==> config.mk <==
export PLATFORM = sky130hd
export DESIGN_NAME = dseg_reloc_unit
export DESIGN_NICKNAME = d
export VERILOG_FILES = /design/src/rtl/dsru_pkg.sv /design/src/rtl/dsru_bank.sv /design/src/rtl/dsru_route.sv /design/src/rtl/dsru_guard.sv /design/src/rtl/dseg_reloc_unit.sv
export SDC_FILE = /design/constraint.sdc
export NUM_CORES = 1
export LEC_CHECK = 0
export BUFFER_PORTS_ARGS = -buffer_cell sky130_fd_sc_hd__buf_2
export CAP_MARGIN = 5
export CORE_MARGIN = 2
export CORE_UTILIZATION = 60
export CTS_BUF_LIST = sky130_fd_sc_hd__clkbuf_16
export DETAILED_ROUTE_END_ITERATION = 16
export PLACE_DENSITY = 0.82
export SLEW_MARGIN = 20
export SYNTH_ARGS = -nofsm -noshare
export SYNTH_HDL_FRONTEND = slang
export SYNTH_SLANG_ARGS = --single-unit
==> constraint.sdc <==
create_clock -name clk -period 13 [get_ports clk]
set_input_delay 1.3 -clock clk [delete_from_list [all_inputs] [get_ports clk]]
set_output_delay 1.3 -clock clk [all_outputs]
set_load 0.1 [all_outputs]
==> src/rtl/dsru_pkg.sv <==
package dsru_pkg;
  typedef enum logic [1:0] {
    ACC_FETCH = 2'd0,
    ACC_READ  = 2'd1,
    ACC_WRITE = 2'd2,
    ACC_RSVD  = 2'd3
  } acc_kind_e;

  typedef enum logic [1:0] {
    FLT_NONE   = 2'd0,
    FLT_BOUNDS = 2'd1,
    FLT_WPROT  = 2'd2
  } flt_code_e;

  typedef enum logic {
    SEL_ADDRBIT = 1'b0,
    SEL_ACCTYPE = 1'b1
  } sel_mode_e;

  // slot index: {pair, is_length}
  localparam int unsigned PAIR_PRIV  = 0;
  localparam int unsigned PAIR_SHARE = 1;
  localparam int unsigned NUM_PAIRS  = 2;
endpackage

==> src/rtl/dsru_bank.sv <==
module dsru_bank
  import dsru_pkg::*;
#(
  parameter int unsigned PADDR_W = 20
) (
  input  logic                              clk,
  input  logic                              rst,
  input  logic                              cfg_we,
  input  logic [1:0]                        cfg_slot,
  input  logic [PADDR_W-1:0]                cfg_data,
  output logic [NUM_PAIRS-1:0][PADDR_W-1:0] base_q,
  output logic [NUM_PAIRS-1:0][PADDR_W-1:0] len_q
);
  for (genvar g = 0; g < NUM_PAIRS; g++) begin : g_pair
    localparam logic PAIR_BIT = (g == PAIR_SHARE);
    always_ff @(posedge clk) begin
      if (rst) begin
        base_q[g] <= '0;
        len_q[g]  <= '0;
      end else if (cfg_we && cfg_slot[1] == PAIR_BIT) begin
        if (cfg_slot[0]) len_q[g]  <= cfg_data;
        else             base_q[g] <= cfg_data;
      end
    end
  end

  AST_REGS_HOLD: assert property (@(posedge clk) disable iff (rst)
    !cfg_we |=> ($stable(base_q) && $stable(len_q)));
endmodule

==> src/rtl/dsru_route.sv <==
module dsru_route
  import dsru_pkg::*;
#(
  parameter int unsigned LADDR_W = 16
) (
  input  logic               mode,
  input  logic [1:0]         kind,
  input  logic [LADDR_W-1:0] laddr,
  output logic               shared,
  output logic [LADDR_W-1:0] disp
);
  always_comb begin
    if (sel_mode_e'(mode) == SEL_ACCTYPE) begin
      shared = (acc_kind_e'(kind) == ACC_FETCH);
      disp   = laddr;
    end else begin
      shared = laddr[LADDR_W-1];
      disp   = {1'b0, laddr[LADDR_W-2:0]};
    end
  end
endmodule

==> src/rtl/dsru_guard.sv <==
module dsru_guard
  import dsru_pkg::*;
#(
  parameter int unsigned LADDR_W = 16,
  parameter int unsigned PADDR_W = 20,
  localparam int unsigned OFF_W  = LADDR_W + 1,
  localparam int unsigned CMP_W  = (OFF_W > PADDR_W) ? OFF_W : PADDR_W
) (
  input  logic                              shared,
  input  logic [1:0]                        kind,
  input  logic [LADDR_W-1:0]                disp,
  input  logic [LADDR_W-1:0]                index,
  input  logic [NUM_PAIRS-1:0][PADDR_W-1:0] base_q,
  input  logic [NUM_PAIRS-1:0][PADDR_W-1:0] len_q,
  output logic [CMP_W-1:0]                  off_ext,
  output logic [CMP_W-1:0]                  lim_ext,
  output logic [PADDR_W-1:0]                paddr,
  output logic [1:0]                        code
);
  logic [OFF_W-1:0]   offset;
  logic [PADDR_W-1:0] sel_base;
  logic               oob;
  logic               wprot;

  always_comb begin
    offset   = {1'b0, index} + {1'b0, disp};
    sel_base = shared ? base_q[PAIR_SHARE] : base_q[PAIR_PRIV];
    off_ext  = CMP_W'(offset);
    lim_ext  = CMP_W'(shared ? len_q[PAIR_SHARE] : len_q[PAIR_PRIV]);
    oob      = (off_ext >= lim_ext);
    wprot    = shared && (acc_kind_e'(kind) == ACC_WRITE);
    paddr    = sel_base + PADDR_W'(offset);
    if (oob)        code = FLT_BOUNDS;
    else if (wprot) code = FLT_WPROT;
    else            code = FLT_NONE;
  end
endmodule

==> src/rtl/dseg_reloc_unit.sv <==
module dseg_reloc_unit
  import dsru_pkg::*;
#(
  parameter int unsigned LADDR_W = 16,
  parameter int unsigned PADDR_W = 20
) (
  input  logic               clk,
  input  logic               rst,
  input  logic               cfg_we,
  input  logic [1:0]         cfg_slot,
  input  logic [PADDR_W-1:0] cfg_data,
  input  logic               sel_mode,
  input  logic               req_valid,
  input  logic [1:0]         req_kind,
  input  logic [LADDR_W-1:0] req_laddr,
  input  logic [LADDR_W-1:0] req_index,
  output logic               rsp_valid,
  output logic               rsp_err,
  output logic [1:0]         rsp_code,
  output logic [PADDR_W-1:0] rsp_paddr
);
  localparam int unsigned OFF_W = LADDR_W + 1;
  localparam int unsigned CMP_W = (OFF_W > PADDR_W) ? OFF_W : PADDR_W;

  logic [NUM_PAIRS-1:0][PADDR_W-1:0] base_q;
  logic [NUM_PAIRS-1:0][PADDR_W-1:0] len_q;
  logic                              shared;
  logic [LADDR_W-1:0]                disp;
  logic [CMP_W-1:0]                  off_ext;
  logic [CMP_W-1:0]                  lim_ext;
  logic [PADDR_W-1:0]                paddr;
  logic [1:0]                        code;
  logic                              ok;

  dsru_bank #(.PADDR_W(PADDR_W)) u_bank (
    .clk(clk), .rst(rst), .cfg_we(cfg_we), .cfg_slot(cfg_slot),
    .cfg_data(cfg_data), .base_q(base_q), .len_q(len_q)
  );

  dsru_route #(.LADDR_W(LADDR_W)) u_route (
    .mode(sel_mode), .kind(req_kind), .laddr(req_laddr),
    .shared(shared), .disp(disp)
  );

  dsru_guard #(.LADDR_W(LADDR_W), .PADDR_W(PADDR_W)) u_guard (
    .shared(shared), .kind(req_kind), .disp(disp), .index(req_index),
    .base_q(base_q), .len_q(len_q), .off_ext(off_ext), .lim_ext(lim_ext),
    .paddr(paddr), .code(code)
  );

  assign ok = (flt_code_e'(code) == FLT_NONE);

  always_ff @(posedge clk) begin
    if (rst) begin
      rsp_valid <= 1'b0;
      rsp_err   <= 1'b0;
      rsp_code  <= FLT_NONE;
      rsp_paddr <= '0;
    end else begin
      rsp_valid <= req_valid && ok;
      rsp_err   <= req_valid && !ok;
      rsp_code  <= req_valid ? code : FLT_NONE;
      rsp_paddr <= (req_valid && ok) ? paddr : '0;
    end
  end

  AST_ONE_RESULT: assert property (@(posedge clk) disable iff (rst)
    req_valid |=> (rsp_valid ^ rsp_err));
  AST_IDLE_QUIET: assert property (@(posedge clk) disable iff (rst)
    !req_valid |=> (!rsp_valid && !rsp_err));
  AST_IN_BOUNDS: assert property (@(posedge clk) disable iff (rst)
    rsp_valid |-> ($past(off_ext) < $past(lim_ext)));
  AST_NO_SHARED_WRITE: assert property (@(posedge clk) disable iff (rst)
    rsp_valid |-> !($past(shared) && $past(req_kind) == ACC_WRITE));
  AST_CODE_MATCH: assert property (@(posedge clk) disable iff (rst)
    rsp_err |-> (rsp_code != FLT_NONE && rsp_paddr == '0));
  AST_BOUNDS_FIRST: assert property (@(posedge clk) disable iff (rst)
    (rsp_code == FLT_WPROT) |-> ($past(off_ext) < $past(lim_ext)));
endmodule

==> results of run 1 <==
==> routing by layer <==
layer | up-vias | global-route usage | share of wire
met4 | 0 | 0.114 | 0.028
met5 | - | 0 | 0
met3 | 34 | 0.0321 | 0.063
met1 | 2451 | 0.368 | 0.44
li1 | 2602 | - | -
met2 | 202 | 0.473 | 0.47
==> power breakdown <==
part / switching (uW) / internal, uW
Sequential: 6.06 / 334
Clock: 125 / 132
Combinational: 168 / 82.2
==> logic make-up after synthesis <==
family / after synthesis / share of synthesized area
buffers and inverters: 49 / 0.0333
muxes: 39 / 0.0711
xor gates and xnor gates: 21 / 0.0318
and+or+nand+nor: 274 / 0.211
AOI/OAI and AO/OA: 179 / 0.182
adders and majority gates: 50 / 0.111
DFF: 104 / 0.360
==> worst max-delay path by stage <==
stage / start / to / slack (ns) / cells past startpoint
detailed placement: req_laddr[0] / rsp_paddr[0] / 7.01 / 21
CTS: req_laddr[0] / rsp_paddr[0] / 7.36 / 21
global route: req_laddr[0] / rsp_paddr[18] / 6.96 / 22
global placement: req_laddr[0] / rsp_paddr[18] / 7.21 / 22
finish: req_laddr[0] / rsp_paddr[0] / 7.37 / 21
floorplan: req_laddr[0] / rsp_paddr[10] / 8.00 / 20
==> per-stage QoR <==
step,instance area [um2],hold WS (ns)
3_3_place_gp,6280,0.438
3_5_place_dp,6280,0.443
2_1_floorplan,5790,0.431
6_report,6560,0.454
5_1_grt,6560,0.470
4_1_cts,6560,0.453
==> worst max-delay path: stages <==
cell and delay [ns]:
buf_2 0.10, ha_1 0.23, inv_1 0.08, fa_1 0.20
nor2b_1 0.05, o21ai_0 0.20, a21boi_0 0.15, o21ai_0 0.25
a21oi_1 0.12, or2_2 0.33, a21o_1 0.19, a21oi_1 0.17
xnor2_1 0.12, ha_1 0.29, nand2_1 0.05, or3_1 0.35
o311ai_0 0.30, o211ai_1 0.18, a21oi_2 0.66, inv_1 0.30
and2_1 0.24
==> placed cells by master (no fill, tap or decap), types with 14 or more instances in the layout <==
cell type  instances
dfxtp_1          104
mux2_2            17
inv_1             17
buf_2             84
o21ai_0           16
ha_1              48
a21oi_1          107
mux2i_1           22
nor2_1            27
xnor2_1           14
nand2_1          186
==> sequential cells by signal, indices dropped and copies added (netlist names) <==
register       count
rsp_valid          1
u_bank.len_q      40
u_bank.base_q     40
rsp_paddr         20
rsp_code           2
rsp_err            1
==> layout make-up <==
cell class,count,share of cell area
Multi-Input combinational cell,563,0.538
Inverter,17,0.00973
Timing Repair Buffer,87,0.0675
Tap cell,129,0.0246
Clock inverter,7,0.00839
Sequential cell,104,0.317
Clock buffer,9,0.0343
==> results.toml, run 1 <==
[route]
wirelength_mm = 14.2
drt_iter0_markers = 353
routedWlPerCell_um = 15.5
drc = 0
antenna_left = 0
num_vias = 5289
drtPass1Iterations = 5
via_per_inst = 5.77

[logic_synthesis]
syn_inst = 716
syn_nets = 827
ys_async_sr_fraction = 0
synth_seq_cells = 104
synth_ff_type = "dfxtp_1"
synth_edf_count = 0
yosys_warnings = 0
synth_area_leaders = "dfxtp_1 (36%), nand2_1 (12%), ha_1 (10%)"
synth_area_um2 = 5790
synth_commonest_cells = "nand2_1 (186), a21oi_1 (107), dfxtp_1 (104), ha_1 (48), nor2_1 (29)"
avgSynthCellArea_um2 = 8.09
ys_types = 62
synth.top_cell.area_share = 0.360
yosysSeqAreaShare = 0.360
synth_top_area_cell = "dfxtp_1"
yosysMostFrequentCell = "nand2_1"

[worst_hold_path]
whs_path_depth = 2
hp-class = "reg -> reg"
hold_end = "u_bank.base_q[5]"
hold_path.startpoint = "u_bank.base_q[5]"

[final_layout]
area_growth_pct = 13.3
nNetsFinal = 893
fillCellCount = 734
drive_gt1_frac = 0.179
fin_cells = 916
n_antenna_cell = 0
multi_input_area_um2 = 3530
ff_latch_area_um2 = 2080
utilization = 0.707

[cts]
post_cts_buffers = 0
cts_root_buf = "clkbuf_16"
hold_buffers = 0
post_cts_resized = 0
clk_latency_ns = 0.34
cts_inserted_buffers = 9
htreeDepth = 3
clk_pin_slew_ns = 0.07
cts_buffer_depth = 2
cts_tree = "yes"
cts_sinks = 104

[die]
coreArea_um2 = 9280
rows = 35
die_h_um = 102
io_pins = 85
die-area_um2 = 10500
start_util = 0.624
chipWidth_um = 102

[worst_setup_path]
worstReg2RegStart = "u_bank.base_q[2]"
worst-r2r-setup-slack_ns = 9.87
critPathKind = "in -> reg"
arrival_ns = 5.87
critPathLaunchType = "input port"
cp_data_required_time_ns = 13.24
cp_max_fo = 18
worstSetupEndpointType = "flip-flop"
regToRegEndpoint = "rsp_paddr[16]"
ff2ff_path_depth = 11

[placement]
finalWeightedCongestion = 0.880
dp_worst_setup_slack_ns = 7.01
post-place-cells = 900
port_buffers = 84
dp_hpwl_mm = 10.2

[power_and_ir_drop]
power_uw = 846
powerDensity_nw_per_um2 = 129
leakagePower_uw = 0.00283
max-vdd-ir-drop_mv = 0.0732

[timing]
drv_slew = 0
tightestPinTransition_ns = 0.979
finalSetupTns_ns = 0
fin_crit_sh = 0.433
fmax_mhz = 178
fin_ws_ns = 7.37
setup_violations = 0
fin_worst_skew_ns = 0.00892
rsz0062_at_grt = "false"
final_hold_viol_count = 0
period_needed_ns = 5.63
relSlewSlack = 0.346

[grt]
grt_overflow = 0
grt_pass1_wl_mm = 23.1
grt_max_degree = 82
grt_pass1_vias = 5081
grt_usage = 0.281
antenna_found_initial = 0

[job]
cap_violations = 0

[status]
status = "completed"
Power figures use the tool's default switching activity.
==> run 2: changes to the inputs <==
--- a/config.mk
+++ b/config.mk
@@ -5,13 +5,14 @@
 export SDC_FILE = /design/constraint.sdc
 export NUM_CORES = 1
 export LEC_CHECK = 0
+export ABC_AREA = 1
 export BUFFER_PORTS_ARGS = -buffer_cell sky130_fd_sc_hd__buf_2
 export CAP_MARGIN = 5
 export CORE_MARGIN = 2
-export CORE_UTILIZATION = 60
+export CORE_UTILIZATION = 58
 export CTS_BUF_LIST = sky130_fd_sc_hd__clkbuf_16
 export DETAILED_ROUTE_END_ITERATION = 16
-export PLACE_DENSITY = 0.82
+export PLACE_DENSITY = 0.79
 export SLEW_MARGIN = 20
 export SYNTH_ARGS = -nofsm -noshare
 export SYNTH_HDL_FRONTEND = slang
==> constraint.sdc (replaced) <==
create_clock -name clk -period 5.6 [get_ports clk]
set_input_delay 0.56 -clock clk [delete_from_list [all_inputs] [get_ports clk]]
set_output_delay 0.56 -clock clk [all_outputs]
set_load 0.1 [all_outputs]
==> results.toml, run 2 <==
[status]
status = "completed"

[worst_setup_path]
critPathLaunchType = "input port"
worstSetupEndpointType = "flip-flop"
cp_data_required_time_ns = 5.88
arrival_ns = 4.09
critPathKind = "in -> reg"
cp_max_fo = 15

[timing]
fin_crit_sh = 0.682
fmax_mhz = 262
rsz0062_at_grt = "false"
finalSetupTns_ns = 0
setup_violations = 0
relSlewSlack = 0.461
period_needed_ns = 3.82
drv_slew = 0
tightestPinTransition_ns = 0.801
final_hold_viol_count = 0
fin_worst_skew_ns = 0.00916

[power_and_ir_drop]
p_int_uw = 1340
p_comb_frac = 0.324
power_uw = 2110
max-vdd-ir-drop_mv = 0.176
netSwitchingFraction = 0.365
leakagePower_uw = 0.00329
powerDensity_nw_per_um2 = 306
p_seq_frac = 0.380
p_switching_uw = 771
p_clk_frac = 0.296

[logic_synthesis]
synth_edf_count = 0
synth_seq_cells = 104
ys_types = 42
avgSynthCellArea_um2 = 7.13
synth_commonest_cells = "nand2_1 (133), inv_1 (126), o21ai_0 (120), dfxtp_1 (104), a21oi_1 (91)"
synth.top_cell.area_share = 0.341
syn_inst = 855
yosysSeqAreaShare = 0.341
synth_top_area_cell = "dfxtp_1"
yosysMostFrequentCell = "nand2_1"
yosys_warnings = 0
syn_nets = 966
synth_ff_type = "dfxtp_1"
ys_async_sr_fraction = 0
synth_area_um2 = 6100
synth_area_leaders = "dfxtp_1 (34%), ha_1 (9.9%), o21ai_0 (9.9%)"

[grt]
met2_usage = 0.412
grt_usage = 0.261
use_met1 = 0.369
grt_pass1_vias = 5106
met3_usage = 0.0349
grt_max_degree = 78
grt_overflow = 0
grt_pass1_wl_mm = 23.7
antenna_found_initial = 0
grt_busiest_layer = "met2"

[route]
routedWlPerCell_um = 13.4
antenna_left = 0
drc = 0
drt_iter0_markers = 393
via_per_inst = 5.32
num_vias = 5655
wirelength_mm = 14.3
drtPass1Iterations = 5

[cts]
hold_buffers = 0
clk_pin_slew_ns = 0.07
cts_root_buf = "clkbuf_16"
clk_latency_ns = 0.34
post_cts_buffers = 0
cts_tree = "yes"
htreeDepth = 3
cts_sinks = 104
post_cts_resized = 0
cts_inserted_buffers = 9
cts_buffer_depth = 2

[final_layout]
area_growth_pct = 13.0
n_antenna_cell = 0
drive_gt1_frac = 0.165
top_regs = "u_bank.base_q: 40 flops, u_bank.len_q: 40 flops, rsp_paddr: 20 flops"
layout_commonest_cell = "nand2_1"
utilization = 0.670
final_cell_mix = "nand2_1 (132), inv_1 (127), o21ai_0 (120), dfxtp_1 (104), a21oi_1 (91)"
nNetsFinal = 1033
fillCellCount = 987

[die]
io_pins = 85
die-area_um2 = 11300
start_util = 0.593
chipWidth_um = 107
rows = 37
coreArea_um2 = 10300
die_h_um = 107

[placement]
dp_hpwl_mm = 10.7
port_buffers = 84
finalWeightedCongestion = 0.944

[job]
cap_violations = 0

[worst_hold_path]
hp-class = "reg -> reg"
## run 2: cell type report
class	instances	area [um2]	share of cell area
sequential	104	2080	0.302
inverter	127	477	0.0692
timing repair buffer	90	465	0.0676
clock buffer	9	225	0.0327
multi-input combinational	590	3400	0.494
tap	136	170	0.0247
clock inverter	7	70.1	0.0102
## run 2: worst paths after layout
| kind | to | start | cells past startpoint | slack (ns) |
|---|---|---|---|---|
| worst max-delay path | rsp_paddr[2] | req_laddr[0] | 22 | 1.78 |
| worst min-delay path | u_bank.len_q[9] | u_bank.len_q[9] | 2 | 0.44 |
| worst max register to register | rsp_paddr[14] | u_bank.base_q[0] | 18 | 2.86 |
| worst min register to register | u_bank.len_q[9] | u_bank.len_q[9] | 2 | 0.44 |
## run 2: worst max-delay path: stages
cell,delay [ns]
buf_2,0.09
ha_1,0.22
inv_1,0.07
fa_1,0.42
inv_1,0.09
a31oi_1,0.14
o21ai_1,0.23
a21oi_1,0.10
o21ai_1,0.20
nand2_1,0.10
a31oi_1,0.17
xor2_1,0.25
ha_1,0.28
nand2_1,0.06
o21a_1,0.11
inv_1,0.03
a21oi_1,0.11
and3_1,0.22
nand4_4,0.26
inv_2,0.21
nand2_1,0.07
nor2_1,0.08
## run 2: per-stage QoR
stage / hold slack, ns / worst slack (ns) / instance area [um2] / instances
after floorplan: 0.420 / 2.13 / 6100 / 855
after global placement: 0.429 / 1.58 / 6600 / 1047
after detailed placement: 0.434 / 1.46 / 6600 / 1047
after CTS: 0.434 / 1.81 / 6890 / 1063
after global routing: 0.448 / 1.44 / 6890 / 1063
final: 0.443 / 1.78 / 6890 / 1063
## run 2: power groups by stage
stage          combinational, uW  sequential, uW  clock, uW
2_1_floorplan                400             950          0
3_3_place_gp                 670             818          0
4_1_cts                      683             802        632
3_5_place_dp                 678             819          0
5_1_grt                      761             806        662
6_report                     685             802        624
## run 2: metal layers
layer	part of all wire	up-vias
li1	-	2934
met1	0.48	2538
met2	0.45	160
met3	0.050	23
met4	0.021	0
met5	0	-
## run 2: logic make-up (layout without fill, tap and decap cells)
kind of cell	Yosys count	after routing	share of synthesized area
flip-flops	104	104	0.341
XOR/XNOR	16	16	0.0230
buffers and inverters	161	233	0.101
AND/OR/NAND/NOR	285	285	0.223
AO/OA/AOI/OAI	239	239	0.207
adder cells (fa/ha/maj)	50	50	0.105
